### src/rtl/gpio_dv_pkg.sv
package gpio_dv_pkg;
    localparam int unsigned ADDR_W = 6;

    typedef enum logic [3:0] {
        RK_OUT    = 4'd0,
        RK_DIR    = 4'd1,
        RK_IN     = 4'd2,
        RK_LVL    = 4'd3,
        RK_FLAG   = 4'd4,
        RK_MASK   = 4'd5,
        RK_MIR    = 4'd6,
        RK_ENABLE = 4'd7,
        RK_OWNER  = 4'd8,
        RK_NONE   = 4'd9
    } reg_kind_e;

    localparam logic [3:0] IDX_ENABLE = 4'd7;
    localparam logic [3:0] IDX_FULL   = 4'd8;
    localparam logic [3:0] IDX_OWNER  = 4'd15;
endpackage

### src/rtl/gpio_dv_sync.sv
module gpio_dv_sync #(
    parameter int unsigned W      = 24,
    parameter int unsigned STAGES = 2
) (
    input  logic         clk_i,
    input  logic         rst_ni,
    input  logic [W-1:0] d_i,
    output logic [W-1:0] q_o
);
    logic [W-1:0] stage_q [STAGES];

    for (genvar s = 0; s < STAGES; s++) begin : g_stage
        always_ff @(posedge clk_i or negedge rst_ni) begin
            if (!rst_ni)     stage_q[s] <= '0;
            else if (s == 0) stage_q[s] <= d_i;
            else             stage_q[s] <= stage_q[(s == 0) ? 0 : s-1];
        end
    end

    assign q_o = stage_q[STAGES-1];
endmodule

### src/rtl/gpio_dv_decode.sv
module gpio_dv_decode
    import gpio_dv_pkg::*;
#(
    parameter int unsigned NPINS = 24
) (
    input  logic              sel_i,
    input  logic              wr_i,
    input  logic              priv_i,
    input  logic [ADDR_W-1:0] addr_i,
    input  logic [NPINS-1:0]  owner_i,
    output reg_kind_e         kind_o,
    output logic [NPINS-1:0]  wmask_o,
    output logic [NPINS-1:0]  rmask_o
);
    logic [3:0]       idx;
    logic [NPINS-1:0] lane;
    logic             allowed;
    logic             full_win;
    logic [1:0]       unused_byte_sel;

    assign idx             = addr_i[ADDR_W-1:2];
    assign unused_byte_sel = addr_i[1:0];

    always_comb begin
        kind_o   = RK_NONE;
        lane     = '0;
        allowed  = 1'b0;
        full_win = 1'b0;
        if (idx < IDX_ENABLE) begin
            kind_o  = reg_kind_e'(idx);
            lane    = owner_i;
            allowed = 1'b1;
        end else if (idx == IDX_ENABLE) begin
            kind_o   = RK_ENABLE;
            lane     = '1;
            allowed  = priv_i;
            full_win = 1'b1;
        end else if (idx == IDX_OWNER) begin
            kind_o   = RK_OWNER;
            lane     = '1;
            allowed  = priv_i;
            full_win = 1'b1;
        end else begin
            kind_o   = reg_kind_e'(idx - IDX_FULL);
            lane     = ~owner_i;
            allowed  = priv_i;
            full_win = 1'b1;
        end
        rmask_o = (sel_i && allowed) ? (full_win ? '1 : lane) : '0;
        wmask_o = (sel_i && wr_i && allowed) ? lane : '0;
    end
endmodule

### src/rtl/gpio_dv_rdmux.sv
module gpio_dv_rdmux
    import gpio_dv_pkg::*;
#(
    parameter int unsigned NPINS = 24,
    parameter int unsigned DW    = 32
) (
    input  reg_kind_e        kind_i,
    input  logic [NPINS-1:0] rmask_i,
    input  logic [NPINS-1:0] out_i,
    input  logic [NPINS-1:0] dir_i,
    input  logic [NPINS-1:0] in_i,
    input  logic [NPINS-1:0] lvl_i,
    input  logic [NPINS-1:0] flag_i,
    input  logic [NPINS-1:0] mask_i,
    input  logic [NPINS-1:0] mir_i,
    input  logic [NPINS-1:0] en_i,
    input  logic [NPINS-1:0] own_i,
    output logic [DW-1:0]    rdata_o
);
    localparam int unsigned PAD_W = DW - NPINS;
    logic [NPINS-1:0] val;

    always_comb begin
        unique case (kind_i)
            RK_OUT:    val = out_i;
            RK_DIR:    val = dir_i;
            RK_IN:     val = in_i;
            RK_LVL:    val = lvl_i;
            RK_FLAG:   val = flag_i;
            RK_MASK:   val = mask_i;
            RK_MIR:    val = mir_i;
            RK_ENABLE: val = en_i;
            RK_OWNER:  val = own_i;
            default:   val = '0;
        endcase
        rdata_o = {{PAD_W{1'b0}}, val & rmask_i};
    end
endmodule

### src/rtl/gpio_dual_view.sv
module gpio_dual_view
    import gpio_dv_pkg::*;
#(
    parameter int unsigned NPINS = 24,
    parameter int unsigned DW    = 32
) (
    input  logic              clk_i,
    input  logic              rst_ni,
    input  logic              bus_sel_i,
    input  logic              bus_wr_i,
    input  logic              bus_priv_i,
    input  logic [ADDR_W-1:0] bus_addr_i,
    input  logic [DW-1:0]     bus_wdata_i,
    output logic [DW-1:0]     bus_rdata_o,
    input  logic [NPINS-1:0]  pin_in_i,
    output logic [NPINS-1:0]  pin_out_o,
    output logic [NPINS-1:0]  pin_oe_o,
    output logic              irq_full_o,
    output logic              irq_restr_o
);
    localparam int unsigned SYNC_STAGES = 2;
    localparam logic [1:0]  SNAP_TAKE   = 2'd2;
    localparam logic [1:0]  SNAP_DONE   = 2'd3;

    typedef struct packed {
        logic [NPINS-1:0] out;
        logic [NPINS-1:0] dir;
        logic [NPINS-1:0] lvl;
        logic [NPINS-1:0] flag;
        logic [NPINS-1:0] mask;
        logic [NPINS-1:0] en;
        logic [NPINS-1:0] own;
        logic [NPINS-1:0] mir;
        logic [1:0]       snap;
    } state_t;

    state_t st_d, st_q;

    logic [NPINS-1:0] in_sync;
    logic [NPINS-1:0] active;
    logic [NPINS-1:0] wmask;
    logic [NPINS-1:0] rmask;
    logic [NPINS-1:0] wbits;
    logic [NPINS-1:0] clr;
    reg_kind_e        kind;
    logic [DW-NPINS-1:0] unused_wdata_hi;

    // Signals observed by the bound checker
    logic [NPINS-1:0] flag_w, own_w, en_w, out_w, mir_w;
    logic             snap_done;

    assign unused_wdata_hi = bus_wdata_i[DW-1:NPINS];
    assign wbits           = bus_wdata_i[NPINS-1:0];

    gpio_dv_sync #(.W(NPINS), .STAGES(SYNC_STAGES)) u_sync (
        .clk_i  (clk_i),
        .rst_ni (rst_ni),
        .d_i    (pin_in_i),
        .q_o    (in_sync)
    );

    gpio_dv_decode #(.NPINS(NPINS)) u_dec (
        .sel_i   (bus_sel_i),
        .wr_i    (bus_wr_i),
        .priv_i  (bus_priv_i),
        .addr_i  (bus_addr_i),
        .owner_i (st_q.own),
        .kind_o  (kind),
        .wmask_o (wmask),
        .rmask_o (rmask)
    );

    gpio_dv_rdmux #(.NPINS(NPINS), .DW(DW)) u_rd (
        .kind_i  (kind),
        .rmask_i (rmask),
        .out_i   (st_q.out),
        .dir_i   (st_q.dir),
        .in_i    (in_sync),
        .lvl_i   (st_q.lvl),
        .flag_i  (st_q.flag),
        .mask_i  (st_q.mask),
        .mir_i   (st_q.mir),
        .en_i    (st_q.en),
        .own_i   (st_q.own),
        .rdata_o (bus_rdata_o)
    );

    // Pin sits at its selected level and is enabled
    assign active = st_q.en & ~(in_sync ^ st_q.lvl);

    always_comb begin
        st_d = st_q;
        clr  = '0;
        unique case (kind)
            RK_OUT:    st_d.out  = (st_q.out  & ~wmask) | (wbits & wmask);
            RK_DIR:    st_d.dir  = (st_q.dir  & ~wmask) | (wbits & wmask);
            RK_LVL:    st_d.lvl  = (st_q.lvl  & ~wmask) | (wbits & wmask);
            RK_MASK:   st_d.mask = (st_q.mask & ~wmask) | (wbits & wmask);
            RK_ENABLE: st_d.en   = (st_q.en   & ~wmask) | (wbits & wmask);
            RK_OWNER:  st_d.own  = (st_q.own  & ~wmask) | (wbits & wmask);
            RK_FLAG:   clr       = wbits & wmask;
            default:   ;
        endcase
        // Setting wins over clearing: a flag cannot drop while its pin is active
        st_d.flag = (st_q.flag & ~clr) | active;
        if (st_q.snap != SNAP_DONE) begin
            st_d.snap = st_q.snap + 2'd1;
        end
        if (st_q.snap == SNAP_TAKE) begin
            st_d.mir = in_sync;
        end
    end

    always_ff @(posedge clk_i or negedge rst_ni) begin
        if (!rst_ni) st_q <= '0;
        else         st_q <= st_d;
    end

    assign pin_oe_o    = st_q.dir & st_q.en;
    assign pin_out_o   = st_q.out & pin_oe_o;
    assign irq_full_o  = |(st_q.mask & st_q.flag & ~st_q.own);
    assign irq_restr_o = |(st_q.mask & st_q.flag & st_q.own);

    assign flag_w    = st_q.flag;
    assign own_w     = st_q.own;
    assign en_w      = st_q.en;
    assign out_w     = st_q.out;
    assign mir_w     = st_q.mir;
    assign snap_done = (st_q.snap == SNAP_DONE);
endmodule

### config.mk
export PLATFORM = sky130hd
export DESIGN_NAME = gpio_dual_view
export DESIGN_NICKNAME = d
export VERILOG_FILES = /design/src/rtl/gpio_dv_pkg.sv /design/src/rtl/gpio_dv_sync.sv /design/src/rtl/gpio_dv_decode.sv /design/src/rtl/gpio_dv_rdmux.sv /design/src/rtl/gpio_dual_view.sv
export SDC_FILE = /design/constraint.sdc
export NUM_CORES = 1
export LEC_CHECK = 0
export CORE_ASPECT_RATIO = 1.4
export CORE_MARGIN = 2
export CORE_UTILIZATION = 55
export DETAILED_ROUTE_END_ITERATION = 12
export PLACE_DENSITY = 0.89
export RECOVER_POWER = 50
export SYNTH_ARGS = -nofsm -noshare
export SYNTH_HDL_FRONTEND = slang
export SYNTH_SLANG_ARGS = --single-unit
### constraint.sdc
create_clock -name clk_i -period 6.2 [get_ports clk_i]
set_input_delay 1.24 -clock clk_i [delete_from_list [all_inputs] [get_ports clk_i]]
set_output_delay 1.24 -clock clk_i [all_outputs]
set_load 0.01 [all_outputs]
# == After elaboration in Yosys (flattened, before gate mapping) ==
# Cells that the tools add are included.
# word_totals
word_cells,71
regBits,242
inputBits,67
out_inout_bits,82
# classes
bitwise_logic,27
muxes,12
n_reduce_logical,6
addsub,2
n_eq_ne,12
n_lt_le_gt_ge,1
# op_table
operator,n
$and A24 B24 Y24,15
$pmux W24 S9,1
$mux W24,7
$or A24 B24 Y24,7
$not A24 Y24,4
$reduce_or A24 Y1,2
$xor A24 B24 Y24,1
$eq A4 B3 Y1 const B,5
$mux W4,3
$eq A4 B2 Y1 const B,2
$eq A4 B4 Y1 const B,2
$eq A4 B1 Y1 const B,1
$logic_not A4 Y1,1
$lt A4 B3 Y1 const B,1
$sub A4 B4 Y4 const B,1
$logic_and A1 B1 Y1,3
$add A2 B1 Y2 const B,1
$eq A2 B2 Y1 const B,1
$ne A2 B2 Y1 const B,1
$mux W1,1

# == Longest topological paths before layout ==
# logic_depth
ltp_word,10
mapped_depth,8
mapped_depth_nobuf,4

# == By module ==
# A second synthesis with hierarchy kept.
# hier_totals
hier_cells,1200
area_unflattened_um2,13447.9
# by_module_without_submodules
mod,instances,area_per_inst_um2,seq_area_each_um2,cells_each
gpio_dual_view,1,9023.7,4854.7,732
gpio_dv_rdmux,1,2274.7,0.0,274
gpio_dv_sync,1,1381.3,1201.2,72
gpio_dv_decode,1,768.2,0.0,122

# == Least setup slack after synthesis ==
# OpenSTA, ideal clock, no wires.
# synth_timing
path_type,input port to output port
from,input bus_addr_i[4]
to,output bus_rdata_o[5]
required_ns,4.960
arrival_ns,2.665
path_buffers,3
slack_ns,2.295
path_stages,7
cell_sequence,buf_2 buf_6 buf_4 or3b_2 o21ai_1 a21oi_1 a211oi_1
# synth_between
elab_chain_len,7
elab_cells_between_ends,25
cone_classes,add/sub: 1; order compare: 1; eq/ne: 10; mux: 10; bitwise: 1; reduce/logical: 2
# synth_lines
element,line,rtl
"start, declared",gpio_dual_view.sv:12,"input logic [ADDR_W-1:0] bus_addr_i,"
$sub A4 B4 Y4 or $eq A4 B4 Y1 (tied branches),"gpio_dv_decode.sv:44, gpio_dv_decode.sv:38",
$mux W4 or $mux W24 (tied branches),gpio_dv_decode.sv:38,end else if (idx == IDX_OWNER) begin
$mux W4 or $mux W24 (tied branches),gpio_dv_decode.sv:33,end else if (idx == IDX_ENABLE) begin
$mux W4 or $mux W24 (tied branches),gpio_dv_decode.sv:29,if (idx < IDX_ENABLE) begin
$eq A4 B4 Y1 (tied with other cells),gpio_dv_rdmux.sv:24,unique case (kind_i)
$pmux W24 S9 or $mux W24 (tied branches),"gpio_dv_rdmux.sv:24, gpio_dv_decode.sv:49",
$and A24 B24 Y24 *,gpio_dv_rdmux.sv:36,"rdata_o = {{PAD_W{1'b0}}, val & rmask_i};"
"end, declared",gpio_dual_view.sv:14,"output logic [DW-1:0] bus_rdata_o,"
# Mark *: on every way between the ends. The rest lies on a longest branch, timed or not.

# == Worst setup path in the final report ==
# layout_timing
from,input bus_addr_i[2]
to,output bus_rdata_o[1]
# Same word-level chain as after synthesis.

==> results.json <==
{
  "drt_wl_total_mm": 34.7,
  "seqPwrFrac_pct": 48.5,
  "dieArea_mm2": 0.0242,
  "drv_slew": 162,
  "area_delta_synth_final_pct": 17.7,
  "core_area_mm2": 0.0225,
  "root_buffer": "clkbuf_16",
  "hpwl_mm": 22.6,
  "start_util_pct": 55.9,
  "clock_tree.buffer_depth": 3,
  "clkSlewWorstSetupHoldPaths_ps": 60,
  "setup_viol": 0,
  "max_stage_delay_ps": 930,
  "fill_cells": 1674,
  "critPathKind": "input pin to primary output",
  "rsz0062_at_grt": "no",
  "ctsHoldBuffers": 0,
  "vias_per_cell": 6.39,
  "cts_sinks": 242,
  "path_cells": "clkdlybuf4s50_1, nand3_2, nand2_1, buf_4, o221ai_1, nor2_1, clkdlybuf4s50_1",
  "rows": 65,
  "n_antenna_cell": 0,
  "synthDistinctLibCells": 56,
  "post_cts_resized": 0,
  "async_flop_share_pct": 100,
  "met1_usage_pct": 35.0,
  "drtIter0Drc": 922,
  "tightest_slew_ps": 3370,
  "clkPwrFrac_pct": 31.2,
  "status": "finished, violations left",
  "fin_crit_sh_pct": 85.9,
  "p_sw_uw": 1300,
  "min_path_type": "flop to flop",
  "violations": "max-capacitance violations, max-slew violations",
  "grt_max_degree": 137,
  "die_h_um": 183,
  "overflow": 0,
  "finalWorstSetupSlack_ps": 877,
  "setup_tns_ps": 0,
  "clkLatencyLatePin_ps": 510,
  "synth-edff-count": 0,
  "crit_slowest_cell": "clkdlybuf4s50_1",
  "post-route-drc-count": 0,
  "peakVddDrop_uv": 230,
  "synth_flop_cell": "dfrtp_1",
  "endpoint_kind": "primary output",
  "numPortBuffers": 130,
  "antenna_found_initial": 0,
  "grt_usage_pct": 28.5,
  "hold_violations": 0,
  "grt_pass1_vias": 10000,
  "pre_cts_ws_ps": 956,
  "vias": 9751,
  "clock_skew_ps": 4.94,
  "met2_usage_pct": 46.8,
  "gp_congestion": 0.981,
  "tritoncts": "yes",
  "netlist_area_mm2": 0.0126,
  "post_cts_buffers": 0,
  "worstPathRequired_ps": 4960,
  "cp.arrival_ps": 4080,
  "drive_above_1_share_pct": 19.0,
  "gr-usage-met3_pct": 4.17,
  "internal_power_uw": 3060,
  "ys_seq_elements": 242,
  "cts_made_buffers": 23,
  "max_freq_ghz": 0.188,
  "slew_headroom_pct": -124,
  "ant_nets": 0,
  "grt_pass1_wl_mm": 54.3,
  "cap_viol_max_count": 2,
  "critPathMaxFanout": 18,
  "ys_warn_count": 0,
  "wire_per_inst_um": 22.7,
  "netlist_instances": 1096,
  "cellLeakagePower_uw": 0.00638,
  "finalCriticalPeriod_ps": 5320,
  "dr.pass1.iters": 5,
  "io_pins": 149,
  "yosysSeqAreaShare_pct": 48.1,
  "synth_area_per_cell_um2": 11.5,
  "switching_share_pct": 29.8,
  "dieWidth_um": 132,
  "layout_commonest_cell": "dfrtp_1",
  "grt.busiest_layer": "met2",
  "p_per_area_mw_per_mm2": 293,
  "critPathMostFrequentCell": "clkdlybuf4s50_1",
  "final_cell_mix": "dfrtp_1, nand2_1, mux2_2",
  "pwr-share-comb_pct": 20.3,
  "startpoint_type": "input pin",
  "final_nets": 1281,
  "cts_max_level": 1
}
-- per-stage QoR --
stage                     hold WS (ps)  utilization [%]  power [uW]  cell area, um^2  std cells
after floorplan                    331                -        2620            12600       1103
after global placement             333             62.7        2940            14100       1488
after detailed placement           335             62.7        2990            14100       1488
after CTS                          349             65.9        4340            14900       1527
after global routing               353             65.9        4520            14800       1527
final                              347             65.9        4350            14800       1527
-- routing by layer --
metal  wire (um)  part of all wire (%)  vias to the layer above
li1            -                     -                     4191
met1       12900                    37                     4812
met2       16800                    48                      584
met3        2740                   7.9                      164
met4        2270                   6.5                        0
met5           0                     0                        -
-- power by group through the flow --
| stage | combinational [uW] | clock (uW) | sequential (uW) |
|---|---|---|---|
| floorplan | 608 | 0 | 2010 |
| global placement | 841 | 0 | 2100 |
| detailed placement | 872 | 0 | 2110 |
| CTS | 882 | 1370 | 2090 |
| global route | 951 | 1430 | 2130 |
| finish | 884 | 1360 | 2110 |
-- worst max-delay path, delay by kind of cell --
family / cells / cell delay (ps)
AO/OA/AOI/OAI: 1 / 130
buffers and inverters: 3 / 1800
AND/OR/NAND/NOR: 3 / 920
-- worst paths after layout --
check | start | endpoint | slack (ps) | cells after the start
max | bus_addr_i[2] | bus_rdata_o[1] | 880 | 7
min | u_sync.stage_q[34] | u_sync.q_o[10] | 350 | 0
max reg2reg | st_q[0] | mir_w[23] | 3770 | 3
min reg2reg | u_sync.stage_q[34] | u_sync.q_o[10] | 350 | 0
max in group asynchronous | rst_ni | async pin | 1570 | 2
min in group asynchronous | rst_ni | async pin | 1720 | 1
-- synthesized netlist by cell type, types with 5 or more instances --
library cell	n	area (um^2)
a221oi_1	39	342
a22o_1	24	210
and2_1	48	300
and3_1	25	156
buf_2	35	175
buf_4	11	82.6
clkbuf_1	20	75.1
dfrtp_1	242	6060
inv_1	5	18.8
mux2_1	90	1010
mux2_2	117	1320
mux2i_1	26	260
nand2_1	123	462
nand3_1	50	250
nand4_1	8	50.1
nor2_1	54	203
nor2_4	20	225
o21ai_0	26	130
o221a_2	19	214
o22ai_1	14	87.6
xnor2_1	49	429
-- logic make-up (layout without fill, tap and decap cells) --
group | after synthesis | after routing | synth area share [%]
simple gates | 351 | 351 | 15.0
flops | 242 | 242 | 48.1
mux | 237 | 237 | 21.3
compound gates | 138 | 138 | 8.75
buf+inv | 76 | 199 | 3.26
xor+xnor | 49 | 49 | 3.41
fa+ha+maj | 2 | 2 | 0.199
other cells | 1 | 8 | 0.0298
-- cell type report --
cell class,instances,area [um^2],share of cell area [%]
tap,301,377,2.54
clock inverter,3,18.8,0.127
sequential,242,6060,40.8
timing repair buffer,154,1490,10.0
multi-input combinational,785,6170,41.6
clock buffer,36,704,4.75
inverter,6,22.5,0.152
No activity file was read; power rests on OpenSTA's default activity.
